[src/rtl/casc_div_pkg.sv]
package casc_div_pkg;

    localparam int DIGIT_W = 4;

    typedef enum logic [1:0] {
        ST_LOAD  = 2'd0,
        ST_COUNT = 2'd1,
        ST_HALT  = 2'd2
    } div_state_e;

endpackage

[src/rtl/casc_digit.sv]
module casc_digit #(
    parameter int W = 4
) (
    input  logic         clk,
    input  logic         rst,
    input  logic         load,
    input  logic         dec_en,
    input  logic [W-1:0] seed,
    output logic [W-1:0] value,
    output logic         is_zero
);

    logic [W-1:0] value_q;

    always_ff @(posedge clk) begin
        if (rst) begin
            value_q <= '0;
        end else if (load) begin
            value_q <= seed;
        end else if (dec_en) begin
            value_q <= value_q - W'(1);
        end
    end

    assign value   = value_q;
    assign is_zero = (value_q == '0);


    digit_step_chk: assert property (@(posedge clk) disable iff (rst)
        (dec_en && !load) |=> (value_q == W'($past(value_q) - W'(1))));


    digit_hold_chk: assert property (@(posedge clk) disable iff (rst)
        (!dec_en && !load) |=> $stable(value_q));

endmodule

[src/rtl/casc_ctrl.sv]
module casc_ctrl
    import casc_div_pkg::*;
(
    input  logic clk,
    input  logic rst,
    input  logic ratio_zero,
    input  logic chain_one,
    output logic load_o,
    output logic run_o,
    output logic pulse_o
);

    div_state_e state_q, state_d;
    logic       pulse_q;

    always_comb begin
        state_d = state_q;
        load_o  = 1'b0;
        run_o   = 1'b0;
        unique case (state_q)
            ST_LOAD: begin
                if (ratio_zero) begin
                    state_d = ST_HALT;
                end else begin
                    load_o  = 1'b1;
                    state_d = ST_COUNT;
                end
            end
            ST_COUNT: begin
                if (chain_one) begin
                    if (ratio_zero) begin
                        state_d = ST_HALT;
                    end else begin
                        load_o = 1'b1;
                    end
                end else begin
                    run_o = 1'b1;
                end
            end
            ST_HALT: begin
                if (!ratio_zero) begin
                    state_d = ST_LOAD;
                end
            end
            default: state_d = ST_LOAD;
        endcase
    end

    always_ff @(posedge clk) begin
        if (rst) begin
            state_q <= ST_LOAD;
        end else begin
            state_q <= state_d;
        end
    end

    always_ff @(posedge clk) begin
        if (rst) begin
            pulse_q <= 1'b0;
        end else begin
            pulse_q <= ((state_q == ST_COUNT) && chain_one) || (state_d == ST_HALT);
        end
    end

    assign pulse_o = pulse_q;


    halt_high_chk: assert property (@(posedge clk) disable iff (rst)
        (state_q == ST_HALT) |-> pulse_q);


    reload_pulse_chk: assert property (@(posedge clk) disable iff (rst)
        (state_q == ST_COUNT && chain_one) |=> pulse_q);


    wake_low_chk: assert property (@(posedge clk) disable iff (rst)
        (state_q == ST_HALT && !ratio_zero) |=> !pulse_q);

endmodule

[src/rtl/casc_divider.sv]
module casc_divider
    import casc_div_pkg::*;
#(
    parameter int STAGES = 3
) (
    input  logic                        clk,
    input  logic                        rst,
    input  logic [STAGES*DIGIT_W-1:0]   ratio,
    output logic                        div_out
);

    localparam int VW = STAGES * DIGIT_W;

    logic [VW-1:0]     chain_val;
    logic [STAGES-1:0] dig_zero;
    logic [STAGES:0]   dig_en;
    logic [STAGES:0]   upper_zero;
    logic              load_w;
    logic              run_w;
    logic              chain_one;
    logic              ratio_zero;

    assign dig_en[0] = run_w;

    genvar gi;
    generate
        for (gi = 0; gi < STAGES; gi++) begin : g_digit
            casc_digit #(.W(DIGIT_W)) u_digit (
                .clk     (clk),
                .rst     (rst),
                .load    (load_w),
                .dec_en  (dig_en[gi]),
                .seed    (ratio[gi*DIGIT_W +: DIGIT_W]),
                .value   (chain_val[gi*DIGIT_W +: DIGIT_W]),
                .is_zero (dig_zero[gi])
            );
            assign dig_en[gi+1] = dig_en[gi] & dig_zero[gi];
        end
    endgenerate

    // upper_zero[i]: all digits at index i and above read zero
    assign upper_zero[STAGES] = 1'b1;
    generate
        for (gi = STAGES - 1; gi >= 0; gi--) begin : g_upper
            assign upper_zero[gi] = upper_zero[gi+1] & dig_zero[gi];
        end
    endgenerate

    assign chain_one  = (chain_val[DIGIT_W-1:0] == DIGIT_W'(1)) && upper_zero[1];
    assign ratio_zero = (ratio == '0);

    casc_ctrl u_ctrl (
        .clk        (clk),
        .rst        (rst),
        .ratio_zero (ratio_zero),
        .chain_one  (chain_one),
        .load_o     (load_w),
        .run_o      (run_w),
        .pulse_o    (div_out)
    );


    reload_value_chk: assert property (@(posedge clk) disable iff (rst)
        load_w |=> (chain_val == $past(ratio)));


    carry_chain_chk: assert property (@(posedge clk) disable iff (rst)
        (run_w && !load_w && chain_val != '0) |=> (chain_val == VW'($past(chain_val) - VW'(1))));

endmodule

[config.mk]
export PLATFORM = sky130hd
export DESIGN_NAME = casc_divider
export DESIGN_NICKNAME = d
export VERILOG_FILES = /design/src/rtl/casc_div_pkg.sv /design/src/rtl/casc_digit.sv /design/src/rtl/casc_ctrl.sv /design/src/rtl/casc_divider.sv
export SDC_FILE = /design/constraint.sdc
export NUM_CORES = 1
export LEC_CHECK = 0
export BUFFER_PORTS_ARGS = -buffer_cell sky130_fd_sc_hd__clkbuf_2
export CAP_MARGIN = 20
export CORE_ASPECT_RATIO = 1.2
export CORE_UTILIZATION = 50
export DETAILED_ROUTE_END_ITERATION = 8
export PLACE_DENSITY = 0.72
export SYNTH_ARGS = -nofsm -noshare
export SYNTH_HDL_FRONTEND = slang
export SYNTH_SLANG_ARGS = --single-unit
export TNS_END_PERCENT = 10
[constraint.sdc]
create_clock -name clk -period 2.7 [get_ports clk]
set_clock_uncertainty 0.1 [all_clocks]
set_input_delay 0.135 -clock clk [delete_from_list [all_inputs] [get_ports clk]]
set_output_delay 0.135 -clock clk [all_outputs]
set_load 0.02 [all_outputs]
== Word-level counts from Yosys, hierarchy flattened ==
Cells that the tools add are included.

* Output and inout bits: 1
* Register bits: 15

* Bitwise logic cells: 3
* Multiplexer cells: 16
* Add/subtract/negate cells: 3
* Eq/ne operators: 4
* Reductions and logical operators: 11

{| class="wikitable"
|+ Operator list
! operator !! number
|-
| 4-bit two-way mux || 6
|-
| 12-bit logical NOT || 1
|-
| 4-bit logical NOT || 3
|-
| 4-bit by 1-bit subtractor with 4-bit output (second input constant) || 3
|-
| 2-bit two-way mux || 4
|-
| 2-bit case mux with 3 select lines || 1
|-
| 2-bit nonzero test || 3
|-
| 2-bit equality test (second input constant) || 2
|-
| 4-bit by 1-bit equality test with 1-bit output (second input constant) || 1
|-
| 1-bit two-way mux || 4
|-
| 1-bit AND || 3
|-
| 2-bit by 1-bit equality test with 1-bit output (second input constant) || 1
|-
| 1-bit logical AND || 2
|-
| 2-bit logical NOT || 1
|-
| 1-bit case mux with 2 select lines || 1
|-
| 1-bit logical OR || 1
|}

== Longest topological paths before layout ==
Gate-level depths: netlist of the first run.

* Depth in word-level cells: 9
* Mapped depth: 8
* Mapped depth without buffers: 7

== Modules after synthesis ==
A second synthesis of the first run with hierarchy kept.

* Cell total of the unflattened synthesis: 99
* Area total of the unflattened synthesis: 880.8 um2

{| class="wikitable"
|+ By module, submodules not included
! module !! sequential area each (um2) !! cells an instance !! area each (um2) !! instances
|-
| casc_digit || 80.1 || 26 || 232.7 || 3
|-
| casc_ctrl || 60.1 || 13 || 130.1 || 1
|-
| casc_divider || 0.0 || 8 || 52.6 || 1
|}

== Worst setup path before layout of the first run ==
Ideal clock, no wire load.

* Path kind: register -> register
* Start: reg g_digit[1].u_digit.value_q[0]
* End: reg g_digit[2].u_digit.value_q[2]
* Data required time: 2481 ps
* Library setup time: 119 ps
* Arrival: 2040 ps
* Stages on the path, launching flop included: 8
* Path slack: 442 ps
* Cell sequence: dfxtp_1 inv_1 ha_1 or3b_4 o41a_1 or3_1 buf_2 o221a_1

* Cells in the longest elaborated chain, start to end: 8
* Elaborated cells on any way between the ends: 11
* Those cells by class: mux: 5; bitwise: 3; reduce/logical: 3

{| class="wikitable"
|+ Ends and longest elaborated chain
! item !! RTL line !! RTL
|-
| start: declaration || casc_digit.sv:13 || <nowiki>logic [W-1:0] value_q;</nowiki>
|-
| start signal: assignment || casc_digit.sv:21 || <nowiki>value_q <= value_q - W'(1);</nowiki>
|-
| 4-bit logical NOT * || casc_digit.sv:26 || <nowiki>assign is_zero = (value_q == '0);</nowiki>
|-
| 1-bit AND || casc_divider.sv:45 || <nowiki>assign upper_zero[gi] = upper_zero[gi+1] & dig_zero[gi];</nowiki>
|-
| 1-bit logical AND || casc_divider.sv:49 || <nowiki>assign chain_one = (chain_val[DIGIT_W-1:0] == DIGIT_W'(1)) && upper_zero[1];</nowiki>
|-
| 1-bit two-way mux || casc_ctrl.sv:30 || <nowiki>if (chain_one) begin</nowiki>
|-
| 1-bit two-way mux || casc_ctrl.sv:20 || <nowiki>unique case (state_q)</nowiki>
|-
| 1-bit AND (2 in a row) || casc_divider.sv:37 || <nowiki>assign dig_en[gi+1] = dig_en[gi] & dig_zero[gi];</nowiki>
|-
| 2-bit nonzero test (no line) || - ||
|-
| end signal: assignment || casc_digit.sv:21 ||
|-
| end: declaration || casc_digit.sv:13 ||
|}

Mark *: on every way between the ends. The rest lies on a longest branch, timed or not.
A chain may end at the register's enable or synchronous reset.

== Worst setup path in the final report of the first run ==
Same ends and word-level chain as after synthesis.

==> impl_metrics.csv, run 1 <==
group,metric,value,unit
clock_network,clkLatencyLatePin,0.29,ns
finish,final_cells,146,
logic_synthesis,ys_ff_latch,15,
hold_path,hold_depth,3,
pwr,ir_drop,0.3522,mV
logic_synthesis,async_reset_ff_share,0,%
global_route,grt_overflow,0,
global_route,antenna_found_initial,0,
die,die_h,49.24,µm
pwr,powerDensity,494.1,nW/µm²
timing,final.setup.tns,0,ns
pwr,seqPwrFrac,49.5,%
place,io_buffers,14,
route,drt_iter0_markers,13,
place,dp_hpwl,1627,µm
timing,setup_slack,0.3106,ns
logic_synthesis,synth_edf_count,0,
run_status,status,"finished, final reports clean",
place,place_area,1017,µm²
worst_setup_path,worst-path-max-fanout,7,
logic_synthesis,synth_ff_type,"dfxtp_1",
global_route,grt_util_met1,27.32,%
flow_run,maxCapViolCount,0,
finish,num_antenna_cells,0,
worst_setup_path,worstSetupStartpointType,"flip-flop",
pwr,swShare,31.91,%
timing,clock.fmax,418.5,MHz
place,pre_cts_slack,0.3380,ns
route,finalWirelength,2166,µm
clock_network,clock-root-buffer,"clkbuf_4",
global_route,grt_use_met3,2.740,%
logic_synthesis,synth_area_leaders,"dfxtp_1, ha_1, a21oi_1",
pwr,intPower,0.3548,mW
global_route,grt_pass1_wl,3394,µm
finish,fillers,166,
timing,finalCritPeriodShare,88.50,%
timing,period_minus_slack,2.389,ns
logic_synthesis,yosysMostFrequentCell,"dfxtp_1",
timing,finalMaxSlewViolations,0,
global_route,grt_max_degree,17,
finish,area_growth,13.46,%
logic_synthesis,ys_seq_area_share,32.30,%
clock_network,tritoncts,"built",
logic_synthesis,syn_nets,133,
finish,nNetsFinal,150,
clock_network,post_cts_buffers,0,
route,dr.pass1.iters,4,
worst_setup_path,worstPathArrival,2.48,ns
pwr,clkPwrFrac,25.8,%
place,place_congestion,0.7786,
clock_network,post_cts_resized,0,
logic_synthesis,synth_top_area_share,32.30,%
logic_synthesis,yosys.area.top_type,"dfxtp_1",
die,die_w,41.36,µm
timing,setup_violations,0,
die,die_area,2036,µm²
die,core_area,1682,µm²
route,via_per_inst,6.021,
clock_network,cts_hold_buf,1,
timing,finalHoldViolCount,0,
logic_synthesis,syn-instance-count,112,
timing,worst_hold_slack,0.01309,ns
die,io_pins,15,
clock_network,h-tree-depth,1,
worst_setup_path,r2r.worst_path.cells,6,
global_route,met2_usage,41.93,%
logic_synthesis,yosysWarningCount,0,
logic_synthesis,netlist_area,929.6,µm²
route,antenna_left,0,
worst_setup_path,cp_data_required_time,2.79,ns
pwr,netSwitchingPower,0.1663,mW
global_route,grt_pass1_vias,828,
worst_setup_path,worst_setup_path_end_kind,"flip-flop",
clock_network,cts.sinks,15,
finish,fin_area,1055,µm²
pwr,power_frac_comb,24.6,%
place,dp_cells,141,
route,drcViolationCount,0,
route,wl_per_cell,14.84,µm
worst_setup_path,critical_path_class,"flip-flop to flip-flop",
logic_synthesis,ys_types,40,
logic_synthesis,synth_common_cells,"dfxtp_1, nor2_1, a21oi_1",
clock_network,cts.path.max_buffers,2,
logic_synthesis,avgSynthCellArea,8.300,µm²
clock_network,clk_pin_slew,0.10,ns
clock_network,cts-buffers-inserted,3,
timing,slew_headroom,63.49,%
die,start_util,55.28,%
hold_path,hold_path_class,"input port to flip-flop",
die,rows,16,
finish,layout-drive-gt1-share,19.53,%
global_route,track_usage,24.06,%
route,via_count,879,
timing,grt_setup_unrepaired,"no",
timing,worst_pin_slew,0.5418,ns
global_route,top_usage_layer,"met2",
pwr,power.leakage,0.4363,nW
-- layout make-up --
cell class              count  area [µm²]  area share (%)
clock buffers               3       22.52           2.135
inverters                   9       33.78           3.203
clock inverters             1       5.005          0.4745
multi-input cells          83       575.6           54.57
flip-flops and latches     15       300.3           28.47
well taps                  18       22.52           2.135
repair buffers             17       95.09           9.015
-- flip-flops by register name (all words and copies together), names as in the netlist --
name                   flops
g_digit.u_digit.value     12
u_ctrl.state_q             2
u_ctrl.pulse_o             1
-- critical path, stage by stage, from the launching register on --
cell     delay, ns
dfxtp_1       0.32
inv_1         0.11
ha_1          0.16
or3b_4        0.40
o41a_1        0.48
or3_1         0.44
o221a_1       0.27
-- placed cells by master, fill, tap and decap left out, drive strengths merged, types with 2 or more instances in the layout --
cell and instances:
o21ai 5, buf 2, or3 3, a21oi 10, dfxtp 15, nand2 6
nor3b 2, nor3 6, a211oi 4, a21o 2, ha 7, clkbuf 17
a31oi 2, mux2 2, inv 9, nor2 11, nor4 3
-- per-stage QoR --
step                total power [mW]  utilization (%)
CTS                           0.5214            62.72
global route                  0.5467            62.72
detailed placement            0.3887            60.49
floorplan                     0.3501                -
finish                        0.5212            62.72
global placement              0.3844            60.49
-- worst paths after layout --
check,from,endpoint,slack [ns]
setup / recovery,g_digit[1].u_digit.value[0],g_digit[2].u_digit.value[2],0.31
hold / removal,ratio[8],g_digit[2].u_digit.value[0],0.01
setup reg to reg,g_digit[1].u_digit.value[0],g_digit[2].u_digit.value[2],0.31
hold reg to reg,g_digit[2].u_digit.value[3],g_digit[2].u_digit.value[3],0.38
-- per-layer routing --
metal | up-vias | share of wire [%]
li1 | 447 | -
met1 | 400 | 43
met2 | 28 | 51
met3 | 4 | 4.6
met4 | 0 | 2.1
met5 | - | 0
-- power by group through the flow --
stage	sequential, mW	clock, mW	combinational (mW)
after floorplan	0.257	0	0.0928
after global placement	0.262	0	0.123
after detailed placement	0.263	0	0.126
after CTS	0.258	0.135	0.129
after global routing	0.261	0.141	0.144
final	0.258	0.135	0.128
-- kinds of logic after synthesis --
family	share of synthesized area, %
AND/OR/NAND/NOR	22.48
XOR/XNOR	0.9423
AO/OA/AOI/OAI	25.57
flip-flops	32.30
multiplexers	3.499
buffers and inverters	5.786
adder cells (fa/ha/maj)	9.421
Note: power is estimated with default switching activity, not from simulation.
==> inputs of run 2 (changes only) <==
--- a/config.mk
+++ b/config.mk
@@ -7,10 +7,9 @@
 export LEC_CHECK = 0
 export BUFFER_PORTS_ARGS = -buffer_cell sky130_fd_sc_hd__clkbuf_2
 export CAP_MARGIN = 20
-export CORE_ASPECT_RATIO = 1.2
-export CORE_UTILIZATION = 50
+export CORE_UTILIZATION = 37
 export DETAILED_ROUTE_END_ITERATION = 8
-export PLACE_DENSITY = 0.72
+export PLACE_DENSITY = 0.56
 export SYNTH_ARGS = -nofsm -noshare
 export SYNTH_HDL_FRONTEND = slang
 export SYNTH_SLANG_ARGS = --single-unit
==> run 2 against run 1 <==
Against the previous run:
- non-clock buffer count down 1
- global-route usage down 5.5 points
- setup slack worse by 0.012 ns
- clock-buffer cell count unchanged
- via count down 1.3%
- largest power group unchanged
==> impl_metrics.csv, run 2 (same netlist as run 1, synthesis figures left out) <==
group,metric,value,unit
run_status,status,"finished, final reports clean",
worst_setup_path,cpMaxStageDelayCell,"o41a_1",
global_route,grt_overflow,0,
clock_network,clock-root-buffer,"clkbuf_4",
clock_network,h-tree-depth,1,
finish,layout-drive-gt1-share,18.90,%
die,rows,17,
global_route,grt_max_degree,17,
timing,slew_headroom,61.37,%
hold_path,hold_start,"ratio[5]",
worst_setup_path,crit_family,"simple AND/OR/NAND/NOR gates",
pwr,powerDensity,484.0,nW/µm²
worst_setup_path,r2r_slack,0.30,ns
place,dp_hpwl,1616,µm
pwr,power.leakage,0.4315,nW
route,drcViolationCount,0,
clock_network,cts-buffers-inserted,3,
hold_path,whs_endpoint,"g_digit[1].u_digit.value[1]",
worst_setup_path,critical_path_class,"flip-flop to flip-flop",
timing,grt_setup_unrepaired,"no",
worst_setup_path,worstSetupStartpointType,"flip-flop",
hold_path,hold_depth,3,
route,dr.pass1.iters,6,
die,die_area,2717,µm²
finish,largest_reg_flops,12,
timing,finalMaxSlewViolations,0,
finish,nNetsFinal,149,
clock_network,post_cts_resized,0,
finish,final_cell_mix,"dfxtp_1, clkbuf_2, nor2_1",
clock_network,cts.path.max_buffers,2,
clock_network,cts.sinks,15,
worst_setup_path,r2r_start,"g_digit[1].u_digit.value[0]",
global_route,track_usage,18.53,%
worst_setup_path,worstPathArrival,2.48,ns
timing,setup_violations,0,
clock_network,clkLatencyLatePin,0.28,ns
place,place_congestion,0.8132,
hold_path,hold_path_class,"input port to flip-flop",
die,start_util,40.47,%
timing,period_minus_slack,2.401,ns
clock_network,tritoncts,"built",
timing,finalCritPeriodShare,88.94,%
global_route,grt_pass1_wl,3615,µm
worst_setup_path,max_stage_delay,0.49,ns
die,core_area,2297,µm²
route,via_per_inst,5.600,
place,dp_cells,150,
timing,setup_slack,0.2985,ns
worst_setup_path,r2r.worst_path.cells,6,
finish,num_antenna_cells,0,
route,finalWirelength,2094,µm
finish,final_cells,155,
global_route,grt_pass1_vias,818,
worst_setup_path,cp_data_required_time,2.78,ns
timing,worst_hold_slack,0.02200,ns
place,io_buffers,14,
die,io_pins,15,
flow_run,maxCapViolCount,0,
route,wl_per_cell,13.51,µm
worst_setup_path,reg2reg_to,"g_digit[2].u_digit.value[2]",
die,die_h,52.13,µm
route,via_count,868,
pwr,totalPowerFinal,0.5129,mW
timing,clock.fmax,416.4,MHz
pwr,ir_drop,0.3387,mV
die,die_w,52.13,µm
finish,layout_commonest_cell,"dfxtp_1",
worst_setup_path,worst_setup_path_end_kind,"flip-flop",
worst_setup_path,path_cells,"inv_1, ha_1, or3b_4, o41a_1, or3_1, o221a_1",
timing,worst_pin_slew,0.5732,ns
clock_network,clk_pin_slew,0.09,ns
timing,finalHoldViolCount,0,
place,pre_cts_slack,0.3227,ns
finish,area_growth,14.00,%
clock_network,post_cts_buffers,0,
worst_setup_path,critPathBufInv,1,
route,drt_iter0_markers,27,
timing,final.setup.tns,0,ns
global_route,antenna_found_initial,0,
route,antenna_left,0,
worst_setup_path,worst-path-max-fanout,7,
==> run 2: changes by cell type in the layout (fill, tap and decap cells not counted) <==
cell   before  now
buf_4       2    1
==> run 2: worst max path at each step <==
stage | from | end | slack (ns) | cells after the start
floorplan | g_digit[1].u_digit.value[0] | g_digit[2].u_digit.value[2] | 0.44 | 7
global placement | g_digit[1].u_digit.value[0] | g_digit[2].u_digit.value[2] | 0.37 | 6
detailed placement | g_digit[1].u_digit.value[0] | g_digit[2].u_digit.value[2] | 0.32 | 6
CTS | g_digit[1].u_digit.value[0] | g_digit[2].u_digit.value[2] | 0.31 | 6
global route | g_digit[1].u_digit.value[0] | g_digit[2].u_digit.value[3] | 0.18 | 7
finish | g_digit[1].u_digit.value[0] | g_digit[2].u_digit.value[2] | 0.30 | 6
==> run 2: what timing repair did <==
action                     4_1_cts  5_1_grt
hold endpoints to repair         1        0
setup endpoints to repair        0        0
hold buffers                     1        0
==> run 2: cell type report <==
class / count / area (µm²)
fill: 233 / 1237
multi-input combinational: 83 / 575.6
sequential: 15 / 300.3
timing repair buffer: 16 / 87.58
tap: 28 / 35.03
inverter: 9 / 33.78
clock buffer: 3 / 22.52
clock inverter: 1 / 5.005
==> run 2: per-stage QoR <==
step / instance area [µm²] / utilization (%)
5_1_grt: 1060 / 46.13
2_1_floorplan: 929.6 / -
3_3_place_gp: 1022 / 44.50
6_report: 1060 / 46.13
4_1_cts: 1060 / 46.13
3_5_place_dp: 1022 / 44.50
==> run 2: power breakdown <==
| part | switching (mW) | internal (mW) | total (mW) | leakage, nW |
|---|---|---|---|---|
| registers | 0.0179 | 0.239 | 0.257 | 0.124 |
| logic | 0.0682 | 0.0592 | 0.127 | 0.290 |
| clock network | 0.0734 | 0.0550 | 0.128 | 0.0177 |
==> run 2: worst reg2reg max path, stage by stage, from the launching register on <==
cell and delay [ns]:
dfxtp_1 0.32, inv_1 0.12, ha_1 0.15, or3b_4 0.40
o41a_1 0.49, or3_1 0.44, o221a_1 0.27
==> run 2: layer usage <==
metal | wire length, µm | share of wire, % | track usage (%)
met5 | 0 | 0 | 0
met4 | 21 | 1.0 | 5.405
met2 | 939 | 45 | 29.70
met3 | 116 | 5.5 | 6.140
met1 | 1017 | 49 | 23.28
